===== src/rtl/sram_bus_pkg.sv =====
package sram_bus_pkg;

  typedef enum logic [1:0] {
    SZ_BYTE = 2'b00,
    SZ_WORD = 2'b01,
    SZ_LONG = 2'b10,
    SZ_RSVD = 2'b11
  } accSize_e;

  // strobes from control to datapath
  typedef struct packed {
    logic loadReq;    // latch the accepted request
    logic arrEn;      // select the array this clock
    logic halfSel;    // 0 = first (or only) half, 1 = second half of long
    logic capture;    // array read data is present this clock
    logic blockMark;  // a bus cycle was blocked by standby power
    logic finish;     // last acknowledge of a running access
    logic errFinish;  // refuse request at acceptance
  } ctlStrobe_t;

endpackage


===== src/rtl/sram_bus_ctl.sv =====
module sram_bus_ctl
  import sram_bus_pkg::*;
(
  input  logic       clk,
  input  logic       rstN,
  input  logic       syncReset,
  input  logic       stbyPower,
  input  logic       reqValid,
  input  logic       reqWrite,
  input  logic [1:0] reqSize,
  input  logic [1:0] reqAddrLow,
  output logic       reqReady,
  output logic       cycAck,
  output ctlStrobe_t ctl
);

  typedef enum logic [1:0] {ST_IDLE, ST_PH0, ST_PH1} ctlState_e;

  ctlState_e stateQ, stateD;
  logic      halfQ, halfD;
  logic      longQ, longD;

  logic      accept;
  logic      illegal;
  logic      writeBlocked;

  assign accept   = (stateQ == ST_IDLE) && reqValid;
  assign reqReady = (stateQ == ST_IDLE);

  always_comb begin
    unique case (accSize_e'(reqSize))
      SZ_BYTE: illegal = 1'b0;
      SZ_WORD: illegal = reqAddrLow[0];
      SZ_LONG: illegal = (reqAddrLow != 2'b00);
      default: illegal = 1'b1;
    endcase
  end

  assign writeBlocked = reqWrite && (syncReset || stbyPower);

  always_comb begin
    stateD = stateQ;
    halfD  = halfQ;
    longD  = longQ;
    ctl    = '0;
    cycAck = 1'b0;
    unique case (stateQ)
      ST_IDLE: begin
        if (accept) begin
          if (illegal || writeBlocked) begin
            ctl.errFinish = 1'b1;
          end else begin
            ctl.loadReq = 1'b1;
            halfD       = 1'b0;
            longD       = (accSize_e'(reqSize) == SZ_LONG);
            stateD      = ST_PH0;
          end
        end
      end
      ST_PH0: begin
        ctl.halfSel   = halfQ;
        ctl.arrEn     = !stbyPower;
        ctl.blockMark = stbyPower;
        stateD        = ST_PH1;
      end
      ST_PH1: begin
        ctl.halfSel = halfQ;
        ctl.capture = 1'b1;
        cycAck      = 1'b1;
        if (longQ && !halfQ) begin
          halfD  = 1'b1;
          stateD = ST_PH0;
        end else begin
          ctl.finish = 1'b1;
          stateD     = ST_IDLE;
        end
      end
      default: stateD = ST_IDLE;
    endcase
  end

  always_ff @(posedge clk or negedge rstN) begin
    if (!rstN) begin
      stateQ <= ST_IDLE;
      halfQ  <= 1'b0;
      longQ  <= 1'b0;
    end else begin
      stateQ <= stateD;
      halfQ  <= halfD;
      longQ  <= longD;
    end
  end

  // the first clock of a bus cycle is always followed by its acknowledge clock
  assert_phase_pair_R3: assert property (@(posedge clk) disable iff (!rstN)
    (stateQ == ST_PH0) |=> (stateQ == ST_PH1));

  // an acknowledge is never given in two clocks in a row
  assert_ack_spacing_R3: assert property (@(posedge clk) disable iff (!rstN)
    cycAck |=> !cycAck);

  // the second half of a long word is only reached after a first half
  assert_second_half_R2: assert property (@(posedge clk) disable iff (!rstN)
    (stateQ == ST_PH0 && halfQ) |-> $past(stateQ == ST_PH1 && !halfQ));

endmodule


===== src/rtl/sram_bus_dp.sv =====
module sram_bus_dp
  import sram_bus_pkg::*;
#(
  parameter int ADDR_W = 12,
  parameter int BUS_W  = 32,
  parameter int ARR_W  = 16
) (
  input  logic              clk,
  input  logic              rstN,
  input  ctlStrobe_t        ctl,
  input  logic              reqWrite,
  input  logic [1:0]        reqSize,
  input  logic [ADDR_W-1:0] reqAddr,
  input  logic [BUS_W-1:0]  reqWData,
  output logic              rspDone,
  output logic              rspErr,
  output logic              rspDataValid,
  output logic [BUS_W-1:0]  rspRData,
  output logic              arrCs,
  output logic              arrWe,
  output logic [1:0]        arrBe,
  output logic [ADDR_W-2:0] arrAddr,
  output logic [ARR_W-1:0]  arrWData,
  input  logic [ARR_W-1:0]  arrRData
);

  localparam int LANE_W = ARR_W / 2;
  localparam int IDX_W  = ADDR_W - 1;

  logic [ADDR_W-1:0] addrQ;
  logic [BUS_W-1:0]  wdataQ;
  accSize_e          sizeQ;
  logic              writeQ;
  logic              invalidQ;
  logic [BUS_W-1:0]  rdataQ, rdataD;
  logic [LANE_W-1:0] byteSel;

  always_ff @(posedge clk or negedge rstN) begin
    if (!rstN) begin
      addrQ  <= '0;
      wdataQ <= '0;
      sizeQ  <= SZ_BYTE;
      writeQ <= 1'b0;
    end else if (ctl.loadReq) begin
      addrQ  <= reqAddr;
      wdataQ <= reqWData;
      sizeQ  <= accSize_e'(reqSize);
      writeQ <= reqWrite;
    end
  end

  // array side
  assign arrCs   = ctl.arrEn;
  assign arrWe   = ctl.arrEn && writeQ;
  assign arrAddr = {addrQ[ADDR_W-1:2], addrQ[1] | ctl.halfSel};

  always_comb begin
    unique case (sizeQ)
      SZ_BYTE: begin
        arrWData = {wdataQ[LANE_W-1:0], wdataQ[LANE_W-1:0]};
        arrBe    = addrQ[0] ? 2'b01 : 2'b10;
      end
      SZ_LONG: begin
        arrWData = ctl.halfSel ? wdataQ[ARR_W-1:0] : wdataQ[BUS_W-1:ARR_W];
        arrBe    = 2'b11;
      end
      default: begin
        arrWData = wdataQ[ARR_W-1:0];
        arrBe    = 2'b11;
      end
    endcase
  end

  // read assembly
  assign byteSel = addrQ[0] ? arrRData[LANE_W-1:0] : arrRData[ARR_W-1:LANE_W];

  always_comb begin
    rdataD = rdataQ;
    if (ctl.capture) begin
      unique case (sizeQ)
        SZ_BYTE: rdataD = {{(BUS_W-LANE_W){1'b0}}, byteSel};
        SZ_LONG: begin
          if (ctl.halfSel) rdataD[ARR_W-1:0]     = arrRData;
          else             rdataD[BUS_W-1:ARR_W] = arrRData;
        end
        default: rdataD = {{(BUS_W-ARR_W){1'b0}}, arrRData};
      endcase
    end
  end

  always_ff @(posedge clk or negedge rstN) begin
    if (!rstN) begin
      rdataQ   <= '0;
      invalidQ <= 1'b0;
    end else begin
      rdataQ <= rdataD;
      if (ctl.loadReq)        invalidQ <= 1'b0;
      else if (ctl.blockMark) invalidQ <= 1'b1;
    end
  end

  // response registers
  always_ff @(posedge clk or negedge rstN) begin
    if (!rstN) begin
      rspDone      <= 1'b0;
      rspErr       <= 1'b0;
      rspDataValid <= 1'b0;
      rspRData     <= '0;
    end else begin
      rspDone      <= ctl.finish || ctl.errFinish;
      rspErr       <= ctl.errFinish || (ctl.finish && writeQ && invalidQ);
      rspDataValid <= ctl.finish && !writeQ && !invalidQ;
      rspRData     <= (ctl.finish && !writeQ && !invalidQ) ? rdataD : '0;
    end
  end

  // a byte write never enables both lanes
  assert_byte_lane_R4: assert property (@(posedge clk) disable iff (!rstN)
    (arrWe && sizeQ == SZ_BYTE) |-> $onehot0(arrBe) && (arrBe != 2'b00));

  // data is never flagged valid after a blocked bus cycle
  assert_blocked_invalid_R9: assert property (@(posedge clk) disable iff (!rstN)
    (ctl.blockMark && !ctl.loadReq) |=> !rspDataValid && !rspDone);

endmodule


===== src/rtl/sram_bus_ctrl.sv =====
module sram_bus_ctrl
  import sram_bus_pkg::*;
#(
  parameter int ADDR_W = 12,
  parameter int BUS_W  = 32,
  parameter int ARR_W  = 16
) (
  input  logic              clk,
  input  logic              rstN,
  input  logic              syncReset,
  input  logic              stbyPower,
  input  logic              reqValid,
  input  logic              reqWrite,
  input  logic [1:0]        reqSize,
  input  logic [ADDR_W-1:0] reqAddr,
  input  logic [BUS_W-1:0]  reqWData,
  output logic              reqReady,
  output logic              cycAck,
  output logic              rspDone,
  output logic              rspErr,
  output logic              rspDataValid,
  output logic [BUS_W-1:0]  rspRData,
  output logic              arrCs,
  output logic              arrWe,
  output logic [1:0]        arrBe,
  output logic [ADDR_W-2:0] arrAddr,
  output logic [ARR_W-1:0]  arrWData,
  input  logic [ARR_W-1:0]  arrRData
);

  ctlStrobe_t ctl;

  sram_bus_ctl ctl_i (
    .clk        (clk),
    .rstN       (rstN),
    .syncReset  (syncReset),
    .stbyPower  (stbyPower),
    .reqValid   (reqValid),
    .reqWrite   (reqWrite),
    .reqSize    (reqSize),
    .reqAddrLow (reqAddr[1:0]),
    .reqReady   (reqReady),
    .cycAck     (cycAck),
    .ctl        (ctl)
  );

  sram_bus_dp #(
    .ADDR_W (ADDR_W),
    .BUS_W  (BUS_W),
    .ARR_W  (ARR_W)
  ) dp_i (
    .clk          (clk),
    .rstN         (rstN),
    .ctl          (ctl),
    .reqWrite     (reqWrite),
    .reqSize      (reqSize),
    .reqAddr      (reqAddr),
    .reqWData     (reqWData),
    .rspDone      (rspDone),
    .rspErr       (rspErr),
    .rspDataValid (rspDataValid),
    .rspRData     (rspRData),
    .arrCs        (arrCs),
    .arrWe        (arrWe),
    .arrBe        (arrBe),
    .arrAddr      (arrAddr),
    .arrWData     (arrWData),
    .arrRData     (arrRData)
  );

  // array select lasts one clock per bus cycle
  assert_single_select_R3: assert property (@(posedge clk) disable iff (!rstN)
    arrCs |=> !arrCs);

  // no array select while on standby supply
  assert_no_select_standby_R9: assert property (@(posedge clk) disable iff (!rstN)
    stbyPower |-> !arrCs);

  // a write requested during reset never reaches the array
  assert_reset_write_blocked_R7: assert property (@(posedge clk) disable iff (!rstN)
    (reqReady && reqValid && reqWrite && syncReset) |=> !arrCs && rspDone && rspErr);

  // misaligned or illegal requests are refused at once
  assert_misaligned_err_R5: assert property (@(posedge clk) disable iff (!rstN)
    (reqReady && reqValid &&
     ((reqSize == 2'b01 && reqAddr[0]) || (reqSize == 2'b10 && reqAddr[1:0] != 2'b00) ||
      reqSize == 2'b11))
    |=> rspDone && rspErr && !arrCs);

  // a successful response always follows a cycle acknowledge
  assert_done_after_ack_R1: assert property (@(posedge clk) disable iff (!rstN)
    (rspDone && !rspErr) |-> $past(cycAck));

endmodule


===== config.mk =====
export PLATFORM = sky130hd
export DESIGN_NAME = sram_bus_ctrl
export DESIGN_NICKNAME = d
export VERILOG_FILES = /design/src/rtl/sram_bus_pkg.sv /design/src/rtl/sram_bus_ctl.sv /design/src/rtl/sram_bus_dp.sv /design/src/rtl/sram_bus_ctrl.sv
export SDC_FILE = /design/constraint.sdc
export NUM_CORES = 1
export LEC_CHECK = 0
export BUFFER_PORTS_ARGS = -buffer_cell sky130_fd_sc_hd__buf_2
export CAP_MARGIN = 20
export CORE_MARGIN = 2
export CORE_UTILIZATION = 45
export CTS_CLUSTER_DIAMETER = 150
export DETAILED_ROUTE_END_ITERATION = 6
export GPL_ROUTABILITY_DRIVEN = 0
export PLACE_DENSITY = 0.75
export SLEW_MARGIN = 20
export SYNTH_ARGS = -nofsm -noshare
export SYNTH_HDL_FRONTEND = slang
export SYNTH_HIERARCHICAL = 1
export SYNTH_SLANG_ARGS = --single-unit
export TNS_END_PERCENT = 30

===== constraint.sdc =====
create_clock -name clk -period 1.8 [get_ports clk]
set_input_delay 0.18 -clock clk [delete_from_list [all_inputs] [get_ports clk]]
set_output_delay 0.18 -clock clk [all_outputs]
set_load 0.02 [all_outputs]

Word-level counts from Yosys, hierarchy flattened
Index checks and enable logic that the tools add are counted.
{"block": "classes", "mux": 33, "n_bitwise": 2, "eq_ne": 8, "n_reduce_logical": 26}
{"operator": "$mux 32", "n": 2}
{"operator": "$pmux 32 s2", "n": 1}
{"operator": "$mux 16", "n": 3}
{"operator": "$pmux 16 s2", "n": 1}
{"operator": "$mux 1", "n": 18}
{"operator": "$logic_and 1x1->1", "n": 8}
{"operator": "$mux 2", "n": 4}
{"operator": "$mux 8", "n": 1}
{"operator": "$eq 2x2->1 const B", "n": 3}
{"operator": "$logic_not 2->1", "n": 3}
{"operator": "$pmux 2 s3", "n": 1}
{"operator": "$reduce_bool 2->1", "n": 3}
{"operator": "$eq 2x1->1 const B", "n": 2}
{"operator": "$logic_not 1->1", "n": 4}
{"operator": "$logic_or 1x1->1", "n": 4}
{"operator": "$ne 2x1->1 const B", "n": 2}
{"operator": "$reduce_and 4->1", "n": 1}
{"operator": "$pmux 1 s3", "n": 1}
{"operator": "$reduce_and 3->1", "n": 1}
{"operator": "$ne 2x2->1 const B", "n": 1}
{"operator": "$pmux 1 s2", "n": 1}
{"operator": "$reduce_and 2->1", "n": 1}
{"operator": "$reduce_or 2->1", "n": 1}
{"operator": "$not 1->1", "n": 1}
{"operator": "$or 1x1->1", "n": 1}
{"block": "totals", "output_inout_bits": 68, "register_bits": 119}

Longest topological paths before layout
{"block": "logic_depth", "word_depth": 7, "mapped_depth": 9}

Cells and area by module
The synthesis kept the hierarchy.
{"mod": "sram_bus_dp", "cells_each": 422, "area_each_um2": 4978.5, "seq_area_each_um2": 2877.8, "n_inst": 1}
{"mod": "sram_bus_ctl", "cells_each": 41, "area_each_um2": 404.1, "seq_area_each_um2": 100.1, "n_inst": 1}

Least setup slack after synthesis
Ideal clock, no wire load.
{"block": "synth_path", "path_type": "reg2out", "startpoint": "reg ctl_i.stateQ[0]", "endpoint": "out arrWData[10]", "arrival_ns": 1.964, "path_stages_with_launch": 8, "slack_ns": -0.344, "t_required_ns": 1.620, "n_path_buf": 1, "cell_sequence": "dfrtp_1 -> inv_1 -> ha_1 -> and2_1 -> buf_2 -> nor2_1 -> a22oi_1 -> o21ai_0"}
{"item": "start, declared", "line": "sram_bus_ctl.sv:19", "source": "ctlState_e stateQ, stateD;"}
{"item": "start signal, assigned", "line": "sram_bus_ctl.sv:88", "source": "stateQ <= stateD;"}
{"item": "end, declared", "line": "sram_bus_ctrl.sv:27", "source": "output logic [ARR_W-1:0] arrWData,"}

==> impl_metrics.json <==
{
  "crit_path_max_incr_delay_ps": 390,
  "met1_usage": 0.278,
  "clock_latency_ps": 420,
  "hold_violations": 0,
  "fp-row-count": 39,
  "viasPerCell": 5.55,
  "die_h_um": 113,
  "tritoncts": "done",
  "cts-root-buf": "clkbuf_16",
  "synth.largest_area_cell": "dfrtp_1",
  "track_usage": 0.239,
  "p_int_mw": 9.14,
  "avgSynthCellArea_sq_um": 11.6,
  "synth_area_leaders": "dfrtp_1 55%, mux2_2 9.6%, a22oi_1 3.6%",
  "drc": 0,
  "post_dp_cell_area_sq_um": 6330,
  "gr-total-overflow": 0,
  "drive_gt1_frac": 0.531,
  "rrSetupSlack_ps": -120,
  "synth_nets": 536,
  "pin_count": 136,
  "p_switching_mw": 5.61,
  "cts_buffers": 17,
  "synth_most_common_cell": "dfrtp_1",
  "power_frac_seq": 0.303,
  "clkTransAtPathRegs_ps": 50,
  "start_util": 0.465,
  "die_x_um": 113,
  "numPortBuffers": 135,
  "ys_ff_latch": 119,
  "fin_ws_ps": -450,
  "cap_violations": 0,
  "final_area_sq_um": 7900,
  "diodes": 0,
  "min_to": "dp_i/wdataQ[23]$_DFFE_PN0P_",
  "grt_pass1_wl_um": 23500,
  "critPathTopFamily": "flip-flops",
  "skew_ps": 5.30,
  "drv_slew": 0,
  "timing.rr.start": "ctl_i/stateQ[0]$_DFFE_PN0P_",
  "path_cells": "inv_2 > ha_4 > and2_4 > buf_8 > nor2_4 > a22oi_1 > o21ai_2 > buf_4",
  "holdPathStages": 2,
  "crit_path_max_fanout": 7,
  "grt.met3_usage": 0.0739,
  "async_reset_ff_frac": 1.00,
  "r2r.worst_path.cells": 9,
  "combPwrFrac": 0.456,
  "syn_to_final_growth_pct": 46.8,
  "timing.hold.ws_ps": 8.38,
  "cp.required_ps": 1620,
  "clockBufferDepth": 2,
  "critical_path_class": "reg2out",
  "wl_per_cell_um": 19.6,
  "critical_path_arrival_ps": 2070,
  "netlist.area_leader.share": 0.553,
  "relSlewSlack": 0.699,
  "worstHoldStart": "reqWData[23]",
  "period_needed_ps": 2250,
  "powerDensity_nw_per_um2": 1870,
  "synth-edff-count": 0,
  "violations": "setup timing",
  "p_clk_frac": 0.242,
  "cts_num_sinks": 119,
  "worst_pin_slew_ps": 451,
  "r2r_end": "dp_i/rspRData[7]$_DFF_PN0_",
  "slowest_stage": "dfrtp_1",
  "die_area_sq_um": 12900,
  "hp-class": "in2reg",
  "leakage_nw": 3.74,
  "cp-start-kind": "register",
  "seq_area_frac_synth": 0.553,
  "tns_ps": -11040,
  "post-route-period-util": 1.25,
  "end_kind": "primary output",
  "outcome": "finished with violations",
  "core_sq_um": 11600,
  "setup_viol": 67,
  "rsz0062_at_grt": "yes",
  "grt-busiest-layer": "met2",
  "synth.distinct_cells": 49,
  "cp.depth": 8,
  "routed_wl_um": 15900,
  "htree_levels": 4,
  "ant_nets": 0,
  "dp_hpwl_um": 9580,
  "grt_max_degree": 41,
  "vias": 4518,
  "layout.nets": 731,
  "synth_cells": 463,
  "path_buf_inv": 3,
  "syn_area_sq_um": 5380,
  "dominantRegCellSynth": "dfrtp_1",
  "grt_pass1_vias": 4710,
  "drtIter0Drc": 208,
  "switching_share": 0.380,
  "grt_use_met2": 0.410,
  "antenna_found_initial": 0,
  "irDropWorstVdd_mv": 1.50,
  "ys.warnings.count": 6,
  "synth_commonest_cells": "119 x dfrtp_1, 46 x mux2_2, 37 x nand2_1",
  "first_pass_iters": 5,
  "max_freq_mhz": 445
}
layer usage:
metal / routed length (um) / up-vias
met1: 6120 / 2227
li1: - / 2028
met5: 0 / -
met3: 1340 / 33
met4: 411 / 0
met2: 8050 / 230
layout by cell type (no fill, tap or decap), types with 13 or more instances in the layout:
master         count
a22oi_2           13
buf_2            116
buf_4             23
clkbuf_16         18
nand2_1           17
o21ai_0           13
a22oi_1           13
dfrtp_1          118
dlygate4sd3_1     42
nor2_1            24
nand2_2           18
buf_6             23
mux2_2            46
sequential cells by signal, summed over array words and instances, names as in the netlist, 2 cells and up:
register       cells
ctl_i/stateQ       2
dp_i/addrQ        12
dp_i/rdataQ       32
dp_i/rspRData     32
dp_i/sizeQ         2
dp_i/wdataQ       32
repair_timing:
action / 4_1_cts / 5_1_grt
endpoints found under the setup margin: 25 / 82
hold buffers: 42 / 0
pin swaps: 24 / 7
hold endpoints to repair: 67 / 0
resized for setup: 53 / 73
setup buffers: 3 / 6
gates cloned: 0 / 2
cell type report:
class                           count  area, sq um
Clock buffer                       18          439
Timing Repair Buffer              213         1600
Sequential cell                   119         2980
Multi-Input combinational cell    298         2480
Tap cell                          143          179
Fill cell                         814         3660
Clock inverter                     14          181
Inverter                            9         41.3
worst register-to-register path, cell delays in order, from the launching register on:
cell and delay, ps:
dfrtp_1 390, inv_2 90, buf_4 100, buf_4 90, buf_4 100, ha_4 130
a21boi_4 170, or3b_4 430, buf_12 170, a31oi_1 170
stage by stage:
stage / total power, mW / util / std cells / worst slack [ps]
2_1_floorplan: 8.12 / - / 463 / -30.9
3_3_place_gp: 9.40 / 0.548 / 731 / -65.9
3_5_place_dp: 9.62 / 0.548 / 731 / -83.5
4_1_cts: 13.9 / 0.654 / 808 / -399
5_1_grt: 15.4 / 0.683 / 814 / -505
6_report: 14.7 / 0.683 / 814 / -450
kinds of logic (layout without fill, tap and decap cells):
| group | count (synthesis) | count (layout) | synth area share |
|---|---|---|---|
| AOI/OAI and AO/OA | 87 | 88 | 0.107 |
| buffers and inverters | 47 | 254 | 0.0532 |
| and+or+nand+nor | 140 | 140 | 0.142 |
| muxes | 65 | 65 | 0.133 |
| adders and majority gates | 5 | 5 | 0.0116 |
| DFF | 119 | 119 | 0.553 |
power groups by stage:
stage                     clock network, mW  logic, mW  registers, mW
after global routing                   3.73       7.14           4.57
final                                  3.57       6.72           4.47
after floorplan                           0       3.90           4.21
after detailed placement                  0       5.30           4.32
after global placement                    0       5.12           4.28
after CTS                              3.59       5.95           4.33
worst max-delay path by stage:
stage                        end  slack (ps)                   startpoint
floorplan            arrWData[0]         -30  ctl_i/stateQ[0]$_DFFE_PN0P_
global placement     arrWData[6]         -70  ctl_i/stateQ[0]$_DFFE_PN0P_
detailed placement   arrWData[6]         -80  ctl_i/stateQ[0]$_DFFE_PN0P_
CTS                  arrWData[2]        -400  ctl_i/stateQ[1]$_DFFE_PN0P_
global route        arrWData[14]        -510  ctl_i/stateQ[0]$_DFFE_PN0P_
finish              arrWData[14]        -450  ctl_i/stateQ[0]$_DFFE_PN0P_
(Power assumes the default switching activity.)
